## src/rtl/cvb_pkg.sv

```systemverilog
package cvb_pkg;

    typedef enum logic [1:0] {
        CH_CAPTURE    = 2'b00,
        CH_COMPARE    = 2'b01,
        CH_EDGE_PWM   = 2'b10,
        CH_CENTER_PWM = 2'b11
    } ch_mode_e;

    localparam logic [1:0] CLK_OFF = 2'b00;

endpackage

```

## src/rtl/cvb_wr_seq.sv

```systemverilog
module cvb_wr_seq #(
    parameter int BYTE_W = 8
) (
    input  logic                  clk,
    input  logic                  rst_n,
    input  logic                  wr_hi,
    input  logic                  wr_lo,
    input  logic [BYTE_W-1:0]     wr_data,
    input  logic                  freeze,
    input  logic                  ctl_wr,
    input  logic                  capture,
    output logic                  pair_done,
    output logic [2*BYTE_W-1:0]   pair_val,
    output logic                  hi_seen,
    output logic                  lo_seen
);
    typedef struct packed {
        logic              hi_seen;
        logic              lo_seen;
        logic [BYTE_W-1:0] hi_buf;
        logic [BYTE_W-1:0] lo_buf;
    } wr_state_t;

    wr_state_t s_d, s_q;
    logic      accept;

    always_comb begin
        s_d       = s_q;
        pair_done = 1'b0;
        accept    = !freeze && !capture && !ctl_wr;
        if (ctl_wr) begin
            s_d.hi_seen = 1'b0;
            s_d.lo_seen = 1'b0;
        end else if (accept) begin
            if (wr_hi) begin
                s_d.hi_buf  = wr_data;
                s_d.hi_seen = 1'b1;
            end
            if (wr_lo) begin
                s_d.lo_buf  = wr_data;
                s_d.lo_seen = 1'b1;
            end
            if (s_d.hi_seen && s_d.lo_seen) begin
                pair_done   = 1'b1;
                s_d.hi_seen = 1'b0;
                s_d.lo_seen = 1'b0;
            end
        end
        pair_val = {s_d.hi_buf, s_d.lo_buf};
    end

    always_ff @(posedge clk or negedge rst_n) begin
        if (!rst_n) s_q <= '0;
        else        s_q <= s_d;
    end

    assign hi_seen = s_q.hi_seen;
    assign lo_seen = s_q.lo_seen;

endmodule

```

## src/rtl/cvb_xfer.sv

```systemverilog
module cvb_xfer
    import cvb_pkg::*;
#(
    parameter int VAL_W = 16
) (
    input  logic             clk,
    input  logic             rst_n,
    input  logic             pair_done,
    input  logic [VAL_W-1:0] pair_val,
    input  logic [1:0]       clk_sel,
    input  logic [1:0]       mode,
    input  logic [VAL_W-1:0] cnt_val,
    input  logic [VAL_W-1:0] mod_val,
    input  logic             cnt_tick,
    output logic             load,
    output logic [VAL_W-1:0] load_val,
    output logic             pend_valid
);
    typedef struct packed {
        logic             pend_valid;
        logic [VAL_W-1:0] pend_val;
    } xf_state_t;

    xf_state_t        s_d, s_q;
    logic             stopped, is_pwm, pwm_hit, upd_evt;
    logic [VAL_W-1:0] top_val;

    always_comb begin
        stopped  = (clk_sel == CLK_OFF);
        is_pwm   = (ch_mode_e'(mode) == CH_EDGE_PWM) || (ch_mode_e'(mode) == CH_CENTER_PWM);
        top_val  = (mod_val == '0) ? '1 : mod_val;
        pwm_hit  = cnt_tick && (cnt_val == (top_val - VAL_W'(1)));
        upd_evt  = stopped || (is_pwm ? pwm_hit : cnt_tick);

        s_d      = s_q;
        load     = 1'b0;
        load_val = s_q.pend_val;
        if (s_q.pend_valid && upd_evt) begin
            load           = 1'b1;
            s_d.pend_valid = 1'b0;
        end
        if (pair_done) begin
            if (stopped) begin
                load           = 1'b1;
                load_val       = pair_val;
                s_d.pend_valid = 1'b0;
            end else begin
                s_d.pend_val   = pair_val;
                s_d.pend_valid = 1'b1;
            end
        end
    end

    always_ff @(posedge clk or negedge rst_n) begin
        if (!rst_n) s_q <= '0;
        else        s_q <= s_d;
    end

    assign pend_valid = s_q.pend_valid;

endmodule

```

## src/rtl/cvb_rd_latch.sv

```systemverilog
module cvb_rd_latch #(
    parameter int BYTE_W = 8
) (
    input  logic                clk,
    input  logic                rst_n,
    input  logic                rd_hi,
    input  logic                rd_lo,
    input  logic                freeze,
    input  logic                ctl_wr,
    input  logic [2*BYTE_W-1:0] live_val,
    output logic [BYTE_W-1:0]   rd_data,
    output logic                armed
);
    localparam int VAL_W = 2 * BYTE_W;

    typedef struct packed {
        logic              armed;
        logic              hi_first;
        logic [BYTE_W-1:0] snap;
    } rd_state_t;

    rd_state_t         s_d, s_q;
    logic [BYTE_W-1:0] live_hi, live_lo;

    always_comb begin
        live_hi = live_val[VAL_W-1:BYTE_W];
        live_lo = live_val[BYTE_W-1:0];
        s_d     = s_q;
        rd_data = '0;
        if (rd_hi) begin
            if (freeze) begin
                rd_data = live_hi;
            end else if (s_q.armed && !s_q.hi_first) begin
                rd_data   = s_q.snap;
                s_d.armed = 1'b0;
            end else begin
                rd_data      = live_hi;
                s_d.armed    = 1'b1;
                s_d.hi_first = 1'b1;
                s_d.snap     = live_lo;
            end
        end else if (rd_lo) begin
            if (freeze) begin
                rd_data = live_lo;
            end else if (s_q.armed && s_q.hi_first) begin
                rd_data   = s_q.snap;
                s_d.armed = 1'b0;
            end else begin
                rd_data      = live_lo;
                s_d.armed    = 1'b1;
                s_d.hi_first = 1'b0;
                s_d.snap     = live_hi;
            end
        end
        if (ctl_wr) s_d.armed = 1'b0;
    end

    always_ff @(posedge clk or negedge rst_n) begin
        if (!rst_n) s_q <= '0;
        else        s_q <= s_d;
    end

    assign armed = s_q.armed;

endmodule

```

## src/rtl/cvb_chan_buffer.sv

```systemverilog
module cvb_chan_buffer
    import cvb_pkg::*;
#(
    parameter int BYTE_W = 8
) (
    input  logic                clk,
    input  logic                rst_n,
    input  logic                wr_hi,
    input  logic                wr_lo,
    input  logic [BYTE_W-1:0]   wr_data,
    input  logic                rd_hi,
    input  logic                rd_lo,
    output logic [BYTE_W-1:0]   rd_data,
    input  logic                freeze,
    input  logic                ctl_wr,
    input  logic [1:0]          clk_sel,
    input  logic [1:0]          mode,
    input  logic [2*BYTE_W-1:0] cnt_val,
    input  logic [2*BYTE_W-1:0] mod_val,
    input  logic                cnt_tick,
    output logic [2*BYTE_W-1:0] chan_val
);
    localparam int VAL_W   = 2 * BYTE_W;
    localparam int N_LANES = 2;

    logic             capture, direct_ok;
    logic             pair_done, load, pend_valid;
    logic             hi_seen, lo_seen, rd_armed;
    logic [VAL_W-1:0] pair_val, load_val;
    logic [VAL_W-1:0] chan_d, chan_q;
    logic [N_LANES-1:0] lane_wr;

    assign capture   = (ch_mode_e'(mode) == CH_CAPTURE);
    assign direct_ok = freeze && !capture && !ctl_wr;
    assign lane_wr   = {wr_hi, wr_lo};

    cvb_wr_seq #(.BYTE_W(BYTE_W)) u_wr (
        .clk      (clk),
        .rst_n    (rst_n),
        .wr_hi    (wr_hi),
        .wr_lo    (wr_lo),
        .wr_data  (wr_data),
        .freeze   (freeze),
        .ctl_wr   (ctl_wr),
        .capture  (capture),
        .pair_done(pair_done),
        .pair_val (pair_val),
        .hi_seen  (hi_seen),
        .lo_seen  (lo_seen)
    );

    cvb_xfer #(.VAL_W(VAL_W)) u_xfer (
        .clk       (clk),
        .rst_n     (rst_n),
        .pair_done (pair_done),
        .pair_val  (pair_val),
        .clk_sel   (clk_sel),
        .mode      (mode),
        .cnt_val   (cnt_val),
        .mod_val   (mod_val),
        .cnt_tick  (cnt_tick),
        .load      (load),
        .load_val  (load_val),
        .pend_valid(pend_valid)
    );

    cvb_rd_latch #(.BYTE_W(BYTE_W)) u_rd (
        .clk     (clk),
        .rst_n   (rst_n),
        .rd_hi   (rd_hi),
        .rd_lo   (rd_lo),
        .freeze  (freeze),
        .ctl_wr  (ctl_wr),
        .live_val(chan_q),
        .rd_data (rd_data),
        .armed   (rd_armed)
    );

    always_comb begin
        chan_d = load ? load_val : chan_q;
        for (int ln = 0; ln < N_LANES; ln++) begin
            if (direct_ok && lane_wr[ln]) chan_d[ln*BYTE_W +: BYTE_W] = wr_data;
        end
    end

    always_ff @(posedge clk or negedge rst_n) begin
        if (!rst_n) chan_q <= '0;
        else        chan_q <= chan_d;
    end

    assign chan_val = chan_q;

endmodule

```

## config.mk

```make
export PLATFORM = sky130hd
export DESIGN_NAME = cvb_chan_buffer
export DESIGN_NICKNAME = d
export VERILOG_FILES = /design/src/rtl/cvb_pkg.sv /design/src/rtl/cvb_wr_seq.sv /design/src/rtl/cvb_xfer.sv /design/src/rtl/cvb_rd_latch.sv /design/src/rtl/cvb_chan_buffer.sv
export SDC_FILE = /design/constraint.sdc
export NUM_CORES = 1
export LEC_CHECK = 0
export ABC_AREA = 0
export BUFFER_PORTS_ARGS = -buffer_cell sky130_fd_sc_hd__clkbuf_2
export CORE_MARGIN = 8
export CORE_UTILIZATION = 45
export DETAILED_ROUTE_END_ITERATION = 12
export HOLD_SLACK_MARGIN = 0.15
export PLACE_DENSITY = 0.73
export SETUP_SLACK_MARGIN = 0.3
export SLEW_MARGIN = 20
export SYNTH_ARGS = -nofsm -noshare
export SYNTH_HDL_FRONTEND = slang
export SYNTH_SLANG_ARGS = --single-unit
```

## constraint.sdc

```tcl
create_clock -name clk -period 2 [get_ports clk]
set_input_delay 0.4 -clock clk [delete_from_list [all_inputs] [get_ports clk]]
set_output_delay 0.4 -clock clk [all_outputs]
set_load 0.1 [all_outputs]
```

==> results of run 1 <==
-- area by class of cell --
type | count | area [um^2] | share of cell area [%]
inverters | 19 | 71.3 | 1.09
clock inverters | 7 | 98.8 | 1.51
clock buffers | 9 | 124 | 1.89
flip-flops and latches | 61 | 1550 | 23.7
well taps | 111 | 139 | 2.12
repair buffers | 181 | 1620 | 24.6
multi-input cells | 373 | 2960 | 45.1
-- registers in the layout, summed over array words and instances (netlist names) --
register and flops:
u_wr.lo_seen 1, u_rd.s_q 9, u_rd.armed 1, u_xfer.pend_valid 1
u_xfer.s_q 16, u_wr.s_q 16, u_wr.hi_seen 1, chan_val 16
-- metal layers --
metal / vias to the layer above / part of all wire, %
met4: 0 / 2.5
li1: 2042 / -
met3: 38 / 6.2
met2: 195 / 51
met5: - / 0
met1: 2185 / 40
-- synthesized netlist by cell type, types with 2 or more instances --
cell	count	share of area [%]
dfrtp_1	61	37
nor3b_1	2	0.37
mux2i_1	35	8.6
xnor2_1	8	1.7
buf_1	5	0.46
nor3_1	8	0.98
nor2b_1	3	0.46
or3_1	4	0.61
a21oi_1	49	6.0
or4_1	4	0.73
buf_2	2	0.24
o21ai_2	11	2.4
a31oi_1	2	0.31
buf_6	2	0.55
xor2_1	7	1.5
mux2_2	9	2.5
inv_1	19	1.7
nor4_1	3	0.46
nand2_1	26	2.4
and3_1	18	2.7
or2_2	3	0.46
and2_1	7	1.1
clkbuf_1	19	1.7
nor2_1	39	3.6
o21ai_1	15	1.8
nand3_1	21	2.6
nand2b_1	19	2.9
o21ai_0	45	5.5
a21oi_2	9	1.9
-- report_power, final --
part           internal, mW  switching (mW)
clock network         0.707           0.538
registers              1.52           0.238
logic                 0.881            1.39
-- metrics by stage --
stage	std cells	setup slack [ns]	util, %	hold WS (ns)	setup TNS (ns)
floorplan	482	-1.67	-	0.104	-27.72
global placement	724	-1.70	61.7	0.479	-29.77
detailed placement	724	-1.76	61.7	0.487	-31.79
CTS	755	-1.28	68.9	0.323	-22.97
global route	761	-1.44	72.8	0.355	-25.35
finish	761	-1.33	72.8	0.361	-22.73
-- how the worst max path moves through the flow --
stage / depth (start not counted) / slack (ns) / to
final: 16 / -1.33 / chan_val[9]$_DFFE_PN0P_
after global routing: 16 / -1.44 / chan_val[0]$_DFFE_PN0P_
after detailed placement: 16 / -1.76 / chan_val[13]$_DFFE_PN0P_
after CTS: 16 / -1.28 / chan_val[6]$_DFFE_PN0P_
after global placement: 16 / -1.70 / chan_val[7]$_DFFE_PN0P_
after floorplan: 16 / -1.67 / chan_val[6]$_DFFE_PN0P_
-- kinds of logic after synthesis --
family                     Yosys count
DFF                                 61
AOI/OAI and AO/OA                  146
muxes                               44
and+or+nand+nor                    167
xor gates and xnor gates            15
buffers and inverters               48
adders and majority gates            1
-- timing repair --
action                                  CTS  global route
pin swaps                                13            30
cloned                                    4             3
gates resized for setup                  62            61
setup buffers                            10             3
endpoints found under the hold margin    20             0
hold buffers                              1             0
endpoints found under the setup margin   41            57
==> flow_summary.json, run 1 <==
{
  "fp-row-count": 35,
  "ys_warn_count": 0,
  "rsz0062_at_grt": "yes",
  "crit_arrival_ns": 3.55,
  "synth_compound_area_share_pct": 21.0,
  "synth-seq-cells": 61,
  "maxSlewHeadroom_pct": 37.9,
  "synthXorXnorAreaFrac_pct": 3.21,
  "crit_buf_inv": 3,
  "finalWorstSetupSlack_ns": -1.33,
  "fmax_ghz": 0.300,
  "ant_nets": 0,
  "seq_area_frac_synth_pct": 37.3,
  "avgViaCountPerCell": 5.86,
  "syn-instance-count": 482,
  "path_cells": "buf_6 > or4_4 > or3_4 > nor3_4 > nor2_1 > ha_2 > or4b_4 > nor2_4 > xnor2_2 > mux2_4 > a32o_2 > and4_4 > buf_12 > buf_12 > o21ai_4 > o21ai_2",
  "status": "finished, violations left",
  "reg2reg_slack_ns": -0.28,
  "grt.met1_usage_pct": 26.4,
  "ys.flop_type": "dfrtp_1",
  "cts.path.max_buffers": 2,
  "critPathTopFamily": "simple AND/OR/NAND/NOR gates",
  "place.gp.congestion": 0.909,
  "avgRoutedWirePerCell_um": 19.5,
  "endpoint_kind": "register",
  "start_kind": "input pin",
  "syn-cell-area_mm2": 0.00410,
  "drv_cap": 0,
  "ios": 77,
  "drive_above_1_share_pct": 50.9,
  "die_area_mm2": 0.0124,
  "use_met3_pct": 5.05,
  "die_h_um": 111,
  "r2r_start": "u_wr.hi_seen$_DFFE_PN0P_",
  "clk_pin_slew_ns": 0.07,
  "crit_type": "input pin to register",
  "finalSetupViolations": 25,
  "period_share_pct": 167,
  "fillCellCount": 599,
  "p_per_area_mw_per_mm2": 804,
  "h-tree-depth": 3,
  "tightest_slew_ns": 0.930,
  "synth_edf_count": 0,
  "grt_max_degree": 34,
  "area_growth_pct": 60.2,
  "synth_top_family_by_area": "simple AND/OR/NAND/NOR gates",
  "grt_pass1_wl_um": 22000,
  "max-vdd-ir-drop_mv": 0.629,
  "dp_hpwl_um": 9070,
  "antenna_found_initial": 0,
  "cpPeakStageDelay_ns": 0.53,
  "die_w_um": 111,
  "whs_endpoint": "u_rd.armed$_DFFE_PN0P_",
  "drtIter0Drc": 379,
  "fin_worst_skew_ns": 0.00556,
  "grt_usage_pct": 21.3,
  "critPathMostFrequentCell": "buf_12",
  "hold_viol_final": 0,
  "synth_cell_types": 56,
  "worst_hold_startpoint": "rd_hi",
  "yosys-mux-area-fraction_pct": 11.0,
  "grt_util_met2_pct": 35.4,
  "synthSimpleGateAreaFrac_pct": 22.0,
  "required_ns": 2.22,
  "worstSkewPairLatency_ns": 0.35,
  "final_common_cell": "buf_4",
  "numCtsBuffers": 9,
  "drt-pass1-iter-count": 5,
  "diodes": 0,
  "reg2reg_depth": 7,
  "vias": 4460,
  "initial_core_util_pct": 45.4,
  "cts_sinks": 61,
  "wirelength_um": 14800,
  "core_area_mm2": 0.00902,
  "cts_root_buf": "clkbuf_8",
  "portBuffers": 76,
  "finalPower_mw": 5.28,
  "placed_area_mm2": 0.00556,
  "min_path_cells": 2,
  "syn_area_per_cell_um2": 8.50,
  "synth_nets": 536,
  "cp_max_fo": 6,
  "synthArstFlopShare_pct": 100,
  "grt_pass1_vias": 4447,
  "reg2reg_to": "chan_val[9]$_DFFE_PN0P_",
  "slew_violations": 0,
  "top_usage_layer": "met2",
  "cts_tree": "built",
  "cp_slowest_cell": "or4_4",
  "startpoint": "mod_val[5]",
  "power.leakage_nw": 2.91,
  "finalCriticalPeriod_ns": 3.33,
  "layout_common_cells": "79 x buf_4, 59 x clkbuf_2, 49 x dfrtp_1",
  "fin_nets": 699,
  "hold_path_class": "input pin to register",
  "violations": "negative setup slack",
  "fin_area_mm2": 0.00656,
  "grt_remaining_overflow": 0,
  "synth-adder-area-share_pct": 0.305,
  "drc": 0
}
Note: power is estimated with default switching activity, not from simulation.
==> run 2, diff against run 1 <==
==> constraint.sdc (replaced) <==
create_clock -name clk -period 2 [get_ports clk]
set_input_delay 0.3 -clock clk [delete_from_list [all_inputs] [get_ports clk]]
set_output_delay 0.3 -clock clk [all_outputs]
set_load 0.1 [all_outputs]
==> flow_summary.json, run 2 (synthesis results as in run 1) <==
{
  "status": "finished, violations left",
  "violations": "negative setup slack",
  "internal_power_mw": 2.96,
  "fin_worst_skew_ns": 0.0136,
  "fillCellCount": 648,
  "grt_pass1_wl_um": 20500,
  "hold_path_class": "input pin to register",
  "h-tree-depth": 3,
  "max-vdd-ir-drop_mv": 0.502,
  "antenna_found_initial": 0,
  "pwr-share-comb_pct": 43.1,
  "worstSkewPairLatency_ns": 0.35,
  "grt_remaining_overflow": 0,
  "grt_pass1_vias": 4117,
  "finalCriticalPeriod_ns": 3.16,
  "drive_above_1_share_pct": 49.3,
  "worst_hold_startpoint": "wr_data[4]",
  "endpoint_kind": "register",
  "drtIter0Drc": 287,
  "wirelength_um": 13500,
  "clockPowerShare_pct": 22.0,
  "numCtsBuffers": 9,
  "place_inst": 714,
  "power.leakage_nw": 2.75,
  "cpPeakStageDelay_ns": 0.53,
  "fin_area_mm2": 0.00625,
  "drt-pass1-iter-count": 4,
  "crit_type": "input pin to register",
  "ios": 77,
  "crit_arrival_ns": 3.39,
  "dp_hpwl_um": 9060,
  "finalWorstSetupSlack_ns": -1.16,
  "hold_viol_final": 0,
  "slew_violations": 0,
  "fp-row-count": 35,
  "cp_slowest_cell": "or4_4",
  "grt_usage_pct": 19.7,
  "required_ns": 2.22,
  "drc": 0,
  "placed_area_mm2": 0.00546,
  "period_share_pct": 158,
  "r2r_start": "u_wr.hi_seen$_DFFE_PN0P_",
  "core_area_mm2": 0.00902,
  "area_growth_pct": 52.5,
  "cts.path.max_buffers": 2,
  "portBuffers": 76,
  "drv_cap": 0,
  "die_h_um": 111,
  "grt_max_degree": 35,
  "initial_core_util_pct": 45.4,
  "maxSlewHeadroom_pct": 39.8,
  "clk_pin_slew_ns": 0.08,
  "dp_slack_ns": -1.61,
  "cts_tree": "built",
  "cp_max_fo": 8,
  "switching_share_pct": 41.5,
  "place.gp.congestion": 0.887,
  "rsz0062_at_grt": "yes",
  "final_common_cell": "buf_4",
  "cts_sinks": 61,
  "fin_nets": 682,
  "start_kind": "input pin",
  "tightest_slew_ns": 0.901,
  "p_per_area_mw_per_mm2": 812,
  "layout_common_cells": "70 x buf_4, 67 x clkbuf_2, 48 x dfrtp_1",
  "path_cells": "buf_6 > or4_4 > or3_4 > nor3_4 > nor2_1 > ha_2 > or4b_4 > nor2_4 > xnor2_2 > mux2_4 > a32o_2 > and4_4 > buf_12 > o21ai_2 > o21ai_1",
  "avgRoutedWirePerCell_um": 18.1,
  "cts_root_buf": "clkbuf_8",
  "die_w_um": 111,
  "ant_nets": 0,
  "fmax_ghz": 0.316,
  "die_area_mm2": 0.0124,
  "vias": 4260,
  "startpoint": "mod_val[5]",
  "pwr-share-seq_pct": 34.9,
  "avgViaCountPerCell": 5.73,
  "diodes": 0,
  "p_sw_mw": 2.11,
  "finalSetupViolations": 25,
  "stdcell_count": 744
}
==> run 2: cell types whose count changed in the layout (fill, tap and decap cells not counted), moves of 6 or more <==
| cell | before | now |
|---|---|---|
| a21oi_4 | 7 | 0 |
| clkbuf_2 | 59 | 67 |
| nor2_1 | 29 | 19 |
| o21ai_2 | 24 | 18 |
| buf_4 | 79 | 70 |
==> run 2: per-stage QoR <==
stage               total power, mW  setup TNS, ns  hold WS (ns)  utilization [%]
CTS                            4.80         -19.75         0.221             64.0
global placement               3.57         -25.67         0.298             60.6
global route                   5.31         -23.09         0.270             69.2
detailed placement             3.65         -26.93         0.295             60.6
finish                         5.07         -20.43         0.245             69.2
floorplan                      2.99         -25.92       0.00441                -
==> run 2: per-layer routing <==
layer	track usage [%]	part of all wire (%)	vias to the layer above
met5	0	0	-
met4	6.31	1.7	0
met3	3.92	5.8	21
met2	32.7	51	124
met1	25.0	41	2104
li1	-	-	2011
==> run 2: power by group through the flow <==
stage	registers (mW)	clock network (mW)	logic (mW)
2_1_floorplan	2.04	0	0.949
3_3_place_gp	1.70	0	1.87
3_5_place_dp	1.72	0	1.92
4_1_cts	1.70	1.12	1.97
5_1_grt	1.80	1.18	2.33
6_report	1.77	1.12	2.19
==> run 2: what timing repair did <==
item | 4_1_cts | 5_1_grt
buffers inserted | 4 | 3
setup endpoints to repair | 25 | 47
endpoints found under the hold margin | 17 | 0
hold buffers | 1 | 0
resized for setup | 21 | 76
pin swaps | 10 | 23
gates cloned | 1 | 5
==> run 2: worst max-delay path: cells and delay by family <==
| family | cells | cell delay, ns |
|---|---|---|
| xor gates and xnor gates | 1 | 0.15 |
| AOI/OAI and AO/OA | 3 | 0.48 |
| buffers and inverters | 2 | 0.23 |
| and+or+nand+nor | 7 | 1.71 |
| muxes | 1 | 0.32 |
| adders and majority gates | 1 | 0.18 |
==> run 2: layout make-up <==
type	instances	area, um^2	area share, %
Clock buffer	9	124	1.98
Sequential cell	61	1560	24.9
Multi-Input combinational cell	373	2900	46.5
Tap cell	111	139	2.22
Timing Repair Buffer	164	1380	22.1
Inverter	19	71.3	1.14
Clock inverter	7	75.1	1.20
==> run 2: worst paths after layout <==
| check | endpoint | cells after the start | slack (ns) |
|---|---|---|---|
| worst max-delay path | chan_val[1]$_DFFE_PN0P_ | 15 | -1.16 |
| worst min-delay path | chan_val[4]$_DFFE_PN0P_ | 3 | 0.25 |
| worst max register to register | chan_val[14]$_DFFE_PN0P_ | 7 | -0.22 |
| worst min register to register | u_rd.s_q[2]$_DFFE_PN0P_ | 2 | 0.51 |
| max in group asynchronous | u_rd.s_q[8]$_DFFE_PN0P_ | 3 | 0.97 |
| min in group asynchronous | chan_val[5]$_DFFE_PN0P_ | 2 | 0.45 |
==> run 3, diff against run 2 <==
- ABC_AREA: 0 -> unset
- PLACE_DENSITY: 0.73 -> 0.71
- clock period: 2 -> 3.6 ns (I/O delays scaled with it)
==> flow_summary.json, run 3 (synthesis results as in run 1) <==
{
  "vias": 3911,
  "portBuffers": 76,
  "final_common_cell": "clkbuf_2",
  "reg2reg_to": "chan_val[13]$_DFFE_PN0P_",
  "grt_pass1_vias": 3989,
  "fp-row-count": 35,
  "reg2reg_slack_ns": 1.33,
  "start_kind": "input pin",
  "cts.path.max_buffers": 2,
  "die_h_um": 111,
  "rsz0062_at_grt": "yes",
  "finalSetupViolations": 0,
  "die_w_um": 111,
  "critPathTopFamily": "simple AND/OR/NAND/NOR gates",
  "drtIter0Drc": 330,
  "stdcell_count": 691,
  "fin_worst_skew_ns": 0.00648,
  "drt-pass1-iter-count": 5,
  "cp_max_fo": 8,
  "avgRoutedWirePerCell_um": 16.6,
  "cts_sinks": 61,
  "cts_tree": "built",
  "seq_area_mm2": 0.00153,
  "wirelength_um": 11500,
  "finalCriticalPeriod_ns": 3.43,
  "antenna_found_initial": 0,
  "crit_buf_inv": 2,
  "fin_nets": 629,
  "period_share_pct": 95.2,
  "hold_path_class": "input pin to async pin",
  "crit_type": "input pin to register",
  "drv_cap": 0,
  "die_area_mm2": 0.0124,
  "cts_root_buf": "clkbuf_8",
  "crit_arrival_ns": 3.65,
  "fin_util_pct": 56.9,
  "grt_max_degree": 62,
  "dp_hpwl_um": 8390,
  "clk_pin_slew_ns": 0.07,
  "cpPeakStageDelay_ns": 0.53,
  "worstSkewPairLatency_ns": 0.33,
  "grt_usage_pct": 18.4,
  "place_inst": 670,
  "maxSlewHeadroom_pct": 35.1,
  "placed_area_mm2": 0.00478,
  "cp_slowest_cell": "or4_4",
  "r2r_start": "u_wr.hi_seen$_DFFE_PN0P_",
  "holdWs_ns": 0.361,
  "dp_slack_ns": -0.269,
  "tightest_slew_ns": 0.971,
  "path_cells": "buf_6 > or4_4 > or3_4 > nor3_4 > nor2_1 > ha_2 > or4b_4 > nor2_4 > xnor2_2 > mux2_4 > a32o_2 > and4_4 > clkbuf_16 > o21ai_2 > o21ai_2",
  "power.leakage_nw": 2.30,
  "required_ns": 3.82,
  "p_per_area_mw_per_mm2": 489,
  "h-tree-depth": 3,
  "reg2reg_depth": 7,
  "critPathMostFrequentCell": "o21ai_2",
  "grt_remaining_overflow": 0,
  "ant_nets": 0,
  "area_growth_pct": 25.4,
  "grt_pass1_wl_um": 19400,
  "numCtsBuffers": 9,
  "finalWorstSetupSlack_ns": 0.174,
  "startpoint": "mod_val[5]",
  "fin_area_mm2": 0.00514,
  "fmax_ghz": 0.292,
  "hold_viol_final": 0,
  "drive_above_1_share_pct": 33.3,
  "initial_core_util_pct": 45.4,
  "status": "completed",
  "drc": 0,
  "ios": 77,
  "fillCellCount": 810,
  "endpoint_kind": "register",
  "diodes": 0,
  "max-vdd-ir-drop_mv": 0.248,
  "place.gp.congestion": 0.913,
  "multi_input_area_mm2": 0.00248,
  "slew_violations": 0,
  "avgViaCountPerCell": 5.66,
  "layout_common_cells": "75 x clkbuf_2, 61 x dfrtp_1, 44 x a21oi_1",
  "core_area_mm2": 0.00902
}
## run 3: worst max-delay path by stage
stage                                to  slack, ns  depth (start not counted)
5_1_grt         chan_val[4]$_DFFE_PN0P_       0.02                         16
6_report       chan_val[10]$_DFFE_PN0P_       0.17                         15
4_1_cts         chan_val[1]$_DFFE_PN0P_       0.24                         15
2_1_floorplan  chan_val[10]$_DFFE_PN0P_      -0.21                         16
3_3_place_gp    chan_val[3]$_DFFE_PN0P_      -0.18                         15
3_5_place_dp    chan_val[1]$_DFFE_PN0P_      -0.27                         15
## run 3: what timing repair did
item                                    in CTS  in global routing
cloned                                       0                  1
pin swaps                                    7                 14
resized for setup                           10                 13
hold buffers                                 0                  0
buffers inserted                             2                  2
endpoints found under the setup margin      17                 17
## run 3: power breakdown
group,switching (mW),leakage (nW),total (mW),internal (mW)
registers,0.107,0.685,0.943,0.835
clock network,0.266,0.112,0.673,0.407
logic,0.625,1.50,0.898,0.273
total,0.998,2.30,2.51,1.52
## run 3: layer usage
layer,vias up,GRT usage [%],wire length (um)
li1,1909,-,-
met1,1887,25.1,5200
met2,104,28.7,5620
met3,11,4.03,592
met4,0,4.71,90
met5,-,0,0
## run 3: through the flow
stage                     power, mW  TNS [ns]
after floorplan                1.61     -2.53
after global placement         1.80     -2.25
after detailed placement       1.84     -3.29
after CTS                      2.52         0
after global routing           2.65         0
final                          2.51         0
## run 3: layout make-up
class | count | area share (%)
multi-input cells | 373 | 48.3
flip-flops and latches | 61 | 29.7
repair buffers | 111 | 13.5
well taps | 111 | 2.70
clock buffers | 10 | 2.68
clock inverters | 6 | 1.68
inverters | 19 | 1.39
